`config.mk`:
```
export PLATFORM = sky130hd
export DESIGN_NAME = qdr_b2_sram
export DESIGN_NICKNAME = d
export VERILOG_FILES = /design/src/rtl/qdr_pkg.sv /design/src/rtl/qdr_edge_detect.sv /design/src/rtl/qdr_wr_port.sv /design/src/rtl/qdr_pair_store.sv /design/src/rtl/qdr_rd_pipe.sv /design/src/rtl/qdr_b2_sram.sv
export SDC_FILE = /design/constraint.sdc
export NUM_CORES = 2
export LEC_CHECK = 0
export BUFFER_PORTS_ARGS = -buffer_cell sky130_fd_sc_hd__buf_2
export CORE_UTILIZATION = 54
export CTS_CLUSTER_DIAMETER = 200
export CTS_CLUSTER_SIZE = 24
export DETAILED_ROUTE_END_ITERATION = 8
export GPL_TIMING_DRIVEN = 0
export PLACE_DENSITY = 0.69
export SYNTH_ARGS = -nofsm -noshare
export SYNTH_HDL_FRONTEND = slang
export SYNTH_MEMORY_MAX_BITS = 65536
export SYNTH_SLANG_ARGS = --single-unit
```
`constraint.sdc`:
```
create_clock -name clk -period 5.7 [get_ports clk]
set_clock_uncertainty 0.05 [all_clocks]
set_input_delay 1.14 -clock clk [delete_from_list [all_inputs] [get_ports clk]]
set_output_delay 1.14 -clock clk [all_outputs]
set_load 0.05 [all_outputs]
```
`src/rtl/qdr_pkg.sv`:
```
package qdr_pkg;

    localparam int unsigned QDR_DATA_W_DEF = 18;
    localparam int unsigned QDR_PAIR_W_DEF = 7;
    localparam int unsigned QDR_BEATS      = 2;
    localparam int unsigned QDR_NUM_LINES  = 4;

    // bit positions of the clock lines inside the line vector
    localparam int unsigned LN_K  = 0;
    localparam int unsigned LN_KN = 1;
    localparam int unsigned LN_C  = 2;
    localparam int unsigned LN_CN = 3;

    typedef enum logic {
        SRC_OUT_PAIR = 1'b0,
        SRC_IN_PAIR  = 1'b1
    } beat_src_e;

    typedef struct packed {
        logic first;
        logic second;
    } beat_evt_t;

    // both output clocks parked high selects the input pair as timing source
    function automatic beat_src_e pick_src(input logic c_lvl, input logic cn_lvl);
        return (c_lvl && cn_lvl) ? SRC_IN_PAIR : SRC_OUT_PAIR;
    endfunction

    function automatic beat_evt_t beat_events(input beat_src_e src,
                                              input logic [QDR_NUM_LINES-1:0] rise);
        beat_evt_t ev;
        if (src == SRC_IN_PAIR) begin
            ev.first  = rise[LN_KN];
            ev.second = rise[LN_K];
        end else begin
            ev.first  = rise[LN_CN];
            ev.second = rise[LN_C];
        end
        return ev;
    endfunction

endpackage

```
`src/rtl/qdr_edge_detect.sv`:
```
module qdr_edge_detect #(
    parameter int unsigned N = 4
) (
    input  logic         clk,
    input  logic [N-1:0] lvl,
    output logic [N-1:0] rise
);

    for (genvar i = 0; i < N; i++) begin : g_line
        logic prev;
        always_ff @(posedge clk) begin
            prev <= lvl[i];
        end
        assign rise[i] = lvl[i] & ~prev;
    end

endmodule

```
`src/rtl/qdr_wr_port.sv`:
```
module qdr_wr_port #(
    parameter int unsigned DATA_W = 18,
    parameter int unsigned PAIR_W = 7
) (
    input  logic              clk,
    input  logic              rst,
    input  logic              k_rise,
    input  logic              kn_rise,
    input  logic              wr_n,
    input  logic [PAIR_W-1:0] wr_pair,
    input  logic [DATA_W-1:0] d,
    output logic [1:0]        we,
    output logic [PAIR_W-1:0] waddr,
    output logic [DATA_W-1:0] wdata
);

    logic              pend;
    logic [PAIR_W-1:0] pend_pair;

    always_comb begin
        we    = 2'b00;
        waddr = wr_pair;
        wdata = d;
        if (k_rise && !wr_n) begin
            we[0] = 1'b1;
        end else if (kn_rise && pend) begin
            we[1] = 1'b1;
            waddr = pend_pair;
        end
    end

    always_ff @(posedge clk) begin
        if (rst) begin
            pend      <= 1'b0;
            pend_pair <= '0;
        end else if (k_rise) begin
            pend      <= !wr_n;
            pend_pair <= wr_pair;
        end else if (kn_rise) begin
            pend      <= 1'b0;
        end
    end

    // the second beat is only armed by a write request on K
    a_r2_pend_from_request: assert property (@(posedge clk) disable iff (rst)
        $rose(pend) |-> $past(k_rise && !wr_n));

endmodule

```
`src/rtl/qdr_pair_store.sv`:
```
module qdr_pair_store
    import qdr_pkg::*;
#(
    parameter int unsigned DATA_W = 18,
    parameter int unsigned PAIR_W = 7
) (
    input  logic                               clk,
    input  logic [QDR_BEATS-1:0]               we,
    input  logic [PAIR_W-1:0]                  waddr,
    input  logic [DATA_W-1:0]                  wdata,
    input  logic                               snap_en,
    input  logic [PAIR_W-1:0]                  raddr,
    output logic [QDR_BEATS-1:0][DATA_W-1:0]   snap
);

    localparam int unsigned DEPTH = 1 << PAIR_W;

    // one bank per beat: even words and odd words
    for (genvar b = 0; b < QDR_BEATS; b++) begin : g_bank
        logic [DATA_W-1:0] bank [DEPTH];
        always_ff @(posedge clk) begin
            if (we[b]) begin
                bank[waddr] <= wdata;
            end
            if (snap_en) begin
                snap[b] <= bank[raddr];
            end
        end
    end

endmodule

```
`src/rtl/qdr_rd_pipe.sv`:
```
module qdr_rd_pipe
    import qdr_pkg::*;
#(
    parameter int unsigned DATA_W = 18,
    parameter int unsigned PAIR_W = 7
) (
    input  logic                             clk,
    input  logic                             rst,
    input  logic                             k_rise,
    input  logic                             rd_req,
    input  logic [PAIR_W-1:0]                rd_pair,
    input  logic                             first_evt,
    input  logic                             second_evt,
    input  logic [QDR_BEATS-1:0][DATA_W-1:0] snap,
    output logic                             snap_en,
    output logic [PAIR_W-1:0]                snap_pair,
    output logic [DATA_W-1:0]                q,
    output logic                             q_oe
);

    typedef struct packed {
        logic              vld;
        logic [PAIR_W-1:0] pair;
    } rd_slot_t;

    rd_slot_t          s1;
    logic              s2_vld;
    logic [DATA_W-1:0] hold1;
    logic              beat2;

    // the pair is copied out at the K rise after the request
    assign snap_en   = k_rise & s1.vld;
    assign snap_pair = s1.pair;

    always_ff @(posedge clk) begin
        if (rst) begin
            s1     <= '0;
            s2_vld <= 1'b0;
            hold1  <= '0;
            beat2  <= 1'b0;
            q      <= '0;
            q_oe   <= 1'b0;
        end else begin
            if (k_rise) begin
                s1.vld  <= rd_req;
                s1.pair <= rd_pair;
                s2_vld  <= s1.vld;
            end
            if (first_evt) begin
                if (s2_vld) begin
                    q     <= snap[0];
                    hold1 <= snap[1];
                    q_oe  <= 1'b1;
                    beat2 <= 1'b1;
                end else begin
                    q_oe  <= 1'b0;
                    beat2 <= 1'b0;
                end
            end else if (second_evt && beat2) begin
                q     <= hold1;
                beat2 <= 1'b0;
            end
        end
    end

    // the bus stays driven while the second beat is still owed
    a_r8_driven_until_second: assert property (@(posedge clk) disable iff (rst)
        beat2 |-> q_oe);

    // drive is released only at a beat-0 output edge
    a_r10_release_on_first: assert property (@(posedge clk) disable iff (rst)
        $fell(q_oe) |-> $past(first_evt));

endmodule

```
`src/rtl/qdr_b2_sram.sv`:
```
module qdr_b2_sram
    import qdr_pkg::*;
#(
    parameter int unsigned DATA_W = QDR_DATA_W_DEF,
    parameter int unsigned PAIR_W = QDR_PAIR_W_DEF
) (
    input  logic              clk,
    input  logic              rst,
    input  logic              k,
    input  logic              k_n,
    input  logic              c,
    input  logic              c_n,
    input  logic              rd_n,
    input  logic              wr_n,
    input  logic [PAIR_W-1:0] rd_pair,
    input  logic [PAIR_W-1:0] wr_pair,
    input  logic [DATA_W-1:0] d,
    output logic [DATA_W-1:0] q,
    output logic              q_oe
);

    logic [QDR_NUM_LINES-1:0]         lines;
    logic [QDR_NUM_LINES-1:0]         raw_rise;
    logic [QDR_NUM_LINES-1:0]         rise;
    beat_src_e                        src;
    beat_evt_t                        evt;
    logic [1:0]                       we;
    logic [PAIR_W-1:0]                waddr;
    logic [DATA_W-1:0]                wdata;
    logic                             snap_en;
    logic [PAIR_W-1:0]                snap_pair;
    logic [QDR_BEATS-1:0][DATA_W-1:0] snap;
    logic                             rd_req;

    always_comb begin
        lines        = '0;
        lines[LN_K]  = k;
        lines[LN_KN] = k_n;
        lines[LN_C]  = c;
        lines[LN_CN] = c_n;
    end

    qdr_edge_detect #(.N(QDR_NUM_LINES)) u_edges (
        .clk  (clk),
        .lvl  (lines),
        .rise (raw_rise)
    );

    assign rise   = raw_rise & {QDR_NUM_LINES{~rst}};
    assign src    = pick_src(c, c_n);
    assign evt    = beat_events(src, rise);
    assign rd_req = rise[LN_K] & ~rd_n;

    qdr_wr_port #(.DATA_W(DATA_W), .PAIR_W(PAIR_W)) u_wr (
        .clk     (clk),
        .rst     (rst),
        .k_rise  (rise[LN_K]),
        .kn_rise (rise[LN_KN]),
        .wr_n    (wr_n),
        .wr_pair (wr_pair),
        .d       (d),
        .we      (we),
        .waddr   (waddr),
        .wdata   (wdata)
    );

    qdr_pair_store #(.DATA_W(DATA_W), .PAIR_W(PAIR_W)) u_store (
        .clk     (clk),
        .we      (we),
        .waddr   (waddr),
        .wdata   (wdata),
        .snap_en (snap_en),
        .raddr   (snap_pair),
        .snap    (snap)
    );

    qdr_rd_pipe #(.DATA_W(DATA_W), .PAIR_W(PAIR_W)) u_rd (
        .clk        (clk),
        .rst        (rst),
        .k_rise     (rise[LN_K]),
        .rd_req     (rd_req),
        .rd_pair    (rd_pair),
        .first_evt  (evt.first),
        .second_evt (evt.second),
        .snap       (snap),
        .snap_en    (snap_en),
        .snap_pair  (snap_pair),
        .q          (q),
        .q_oe       (q_oe)
    );

    // reset leaves the bus released
    a_r1_idle_after_reset: assert property (@(posedge clk)
        rst |=> !q_oe);

    // with no clock line rising, the outputs do not move
    a_r9_hold_when_stopped: assert property (@(posedge clk) disable iff (rst)
        !(|raw_rise) |=> ($stable(q) && $stable(q_oe)));

    // read data changes only after a selected output edge
    a_r6_change_on_selected_edge: assert property (@(posedge clk) disable iff (rst)
        !$stable(q) |-> $past(evt.first || evt.second));

endmodule

```
==> metrics <==
CTS tree done; violated checks capacitance limit, slew limit; DRT iter0 DRCs 13.3k; RR Endpoint u_store.snap[31]; share of power burned in the clock network 0.295; most common library cell in the layout ignoring fill and taps sky130_fd_sc_hd__edfxtp_1; part of the total power dissipated in sequential elements 0.646; library cells used by synthesis 39; Post-Syn Instances 7123; multi-input logic area 37500 sq um; Worst setup startpoint u_rd.snap_pair[2]; post-CTS setup buffer count 0; maximum number of pins on one net before global-route repair 169; maximum net fanout on the critical path 10; post-layout total power 58.8 mW; cell-internal power 46.3 mW; Buffers & Inverters on Critical Path 4; residual overflow from global routing 0; remaining design rule violation count 0; worst rel slew slack -0.00550; VDD IR-drop max 252 uV; mean cell area of the mapped netlist 25.1 sq um; crit path cell chain buf_2 -> clkbuf_2 -> buf_16 -> clkbuf_1 -> mux4_2 -> mux4_2 -> mux4_2 -> mux2_2; time the final worst path needs with I/O delays and setup 5.66 ns; WL/cell 38.2 um; leakage power figure 57.6 nW; cell family with most CP delay buffers and inverters; fin crit share 0.994; setup repair after global routing missed its margin false; Synth Warn # 0; WS Path Type flip-flop to flip-flop; Seq/Total Area, Yosys 0.785; Synth Cell Area 179000 sq um; routability congestion estimate from global placement 1.06; DRT antenna net count 0; max-capacitance violation count 1; overall track demand over capacity in global routing 0.280; Starting Density 0.542; Clock transition at path regs 0.10 ns; Register-to-Register Path Depth 8; Finished Core Util 0.597; source-to-sink clock delay at the later pin of the worst-skew pair 1.00 ns; area used by sequential logic in the layout 141000 sq um; sort of element at the start of the critical path flip-flop; cell occurring most often along the worst timing path sky130_fd_sc_hd__mux4_2; fill count 22.1k; CTS Buffer Depth 4; min-delay worst type primary input to flip-flop; layout cells sized above 1 0.329; Switching Power 12.5 mW; Die H 578 um; Inst Count DP 11.8k; PD cells 298 nW/um^2; via count of the first global-routing pass 80.4k; first-pass GRT wire length 640 mm; crit path DAT 6.36 ns; proportion of netlist area held by the largest area contributor 0.779; Die X-Extent 578 um; area grow syn2layout 10.1%; via count 81.8k; commonest cells after routing, fill and taps aside sky130_fd_sc_hd__edfxtp_1 (4644), sky130_fd_sc_hd__mux4_2 (1512), sky130_fd_sc_hd__clkbuf_1 (278), sky130_fd_sc_hd__nor2_2 (256), sky130_fd_sc_hd__buf_8 (227); final cell count without fillers 12.2k; number of clock sinks seen by CTS 4703; final slew viol count 8; cts hold-fix bufs 0; number of synthesized flops with an enable pin 4644; Via density 6.71; logic depth of the worst path, buffers included 8; max frequency 0.177 GHz; number of levels the H-tree was split into 4; register-to-register setup slack 0.04 ns; Total Die Area 334000 sq um; count of port buffers added during placement 58; final-report setup violation count 0; number of antenna violations at the first check in global routing 59; number of buffers created by CTS 217; switching part of the total 0.212; final HPWL from detailed placement 323 mm; Worst path slowest cell sky130_fd_sc_hd__dfxtp_1; Final Net Count 7740; worst hold slack across all endpoints 0.236 ns; Core Box Area 330000 sq um; Total Routed Length 465 mm; reg-to-reg startpoint u_rd.snap_pair[2]; async set or reset register ratio after synthesis 0; count of state elements after synthesis 4703; Final Hold Fails 0; clock tree root buffer cell sky130_fd_sc_hd__clkbuf_16; Sum Neg Setup Slack 0 ns; result of the run finished, violations left; post-cts resize count 0; main flop type after synthesis sky130_fd_sc_hd__edfxtp_1; transition time at the pin with the least slew margin 1.50 ns; worst stage delay on the critical path 1.07 ns; Placement Rows 211; most area-consuming cells after synthesis sky130_fd_sc_hd__edfxtp_1 (78%), sky130_fd_sc_hd__mux4_2 (19%), sky130_fd_sc_hd__dfxtp_1 (0.66%); Logic pwr share 0.059; iteration count of the initial detailed-routing pass 6; end point of the critical path u_store.snap[31]; boundary pin count 59; syn nets 7163; leading area contributor after synthesis sky130_fd_sc_hd__edfxtp_1; kind of end point of the critical path flip-flop; required time at the worst-slack endpoint 6.39 ns
cell type report:
cell class              count  area share
inverters                   2   0.0000381
repair buffers            359      0.0303
plain buffers             401     0.00876
well taps                4366      0.0277
clock inverters            10    0.000761
multi-input cells        2016       0.190
clock buffers             285      0.0290
flip-flops and latches   4703       0.713
diodes                     40    0.000507
metal layers:
metal / wire, um / track usage
met5: 69 / 0
met4: 20700 / 0.110
met3: 54300 / 0.0751
met2: 215000 / 0.422
met1: 175000 / 0.397
metrics by stage:
step	setup slack (ns)	area (sq um)
after floorplan	1.42	179000
after global placement	-2.74	185000
after detailed placement	-0.433	191000
after CTS	0.0789	197000
after global routing	0.128	197000
final	0.0370	197000
worst min path at each step:
stage                         startpoint                     end  cells past startpoint
after floorplan               u_rd.s1[7]              u_rd.s1[7]                      2
after global placement     u_rd.hold1[2]           u_rd.hold1[2]                      2
after detailed placement  u_rd.hold1[14]          u_rd.hold1[14]                      2
after CTS                              c  u_edges.g_line[2].prev                      1
after global routing                   c  u_edges.g_line[2].prev                      1
final                                  c  u_edges.g_line[2].prev                      1
power groups by stage:
stage	clock [mW]	sequential, mW	combinational, mW
floorplan	0	38.7	1.62
global placement	0	38.9	3.25
detailed placement	0	38.7	3.44
CTS	17.5	38.0	3.44
global route	18.5	38.0	3.57
finish	17.3	38.0	3.47
state kept, by name, summed over array words and instances (netlist names), 4 cells and up:
register,flops
u_rd.snap_pair,7
u_store.g_bank.bank,4608
u_rd.q,18
u_edges.g_line.prev,4
u_rd.hold1,18
u_wr.pend_pair,7
u_store.snap,36
Yosys cell counts (all sizes together), types with 16 or more instances:
master  instances
a211oi         20
a21oi          27
a311oi         18
buf           149
clkbuf        253
dfxtp          59
edfxtp       4644
mux2           36
mux2i          18
mux4         1512
nand2          45
nor2          263
o22ai          16
cells by family (layout without fill, tap and decap cells):
family                 Yosys count  count (layout)  share of synthesized area
multiplexers                  1566            1566                      0.193
flip-flops                    4703            4703                      0.785
AND/OR/NAND/NOR                348             348                    0.00805
AO/OA/AOI/OAI                  102             102                    0.00400
buffers and inverters          404            1057                    0.00940
other                            0              40                          0
worst reg2reg max path, cell delays in order (launching register included):
cell	delay, ns
sky130_fd_sc_hd__dfxtp_1	1.07
sky130_fd_sc_hd__buf_2	0.57
sky130_fd_sc_hd__clkbuf_2	0.56
sky130_fd_sc_hd__buf_16	0.22
sky130_fd_sc_hd__clkbuf_1	0.95
sky130_fd_sc_hd__mux4_2	0.47
sky130_fd_sc_hd__mux4_2	0.53
sky130_fd_sc_hd__mux4_2	0.67
sky130_fd_sc_hd__mux2_2	0.33
(Power assumes the default switching activity.)
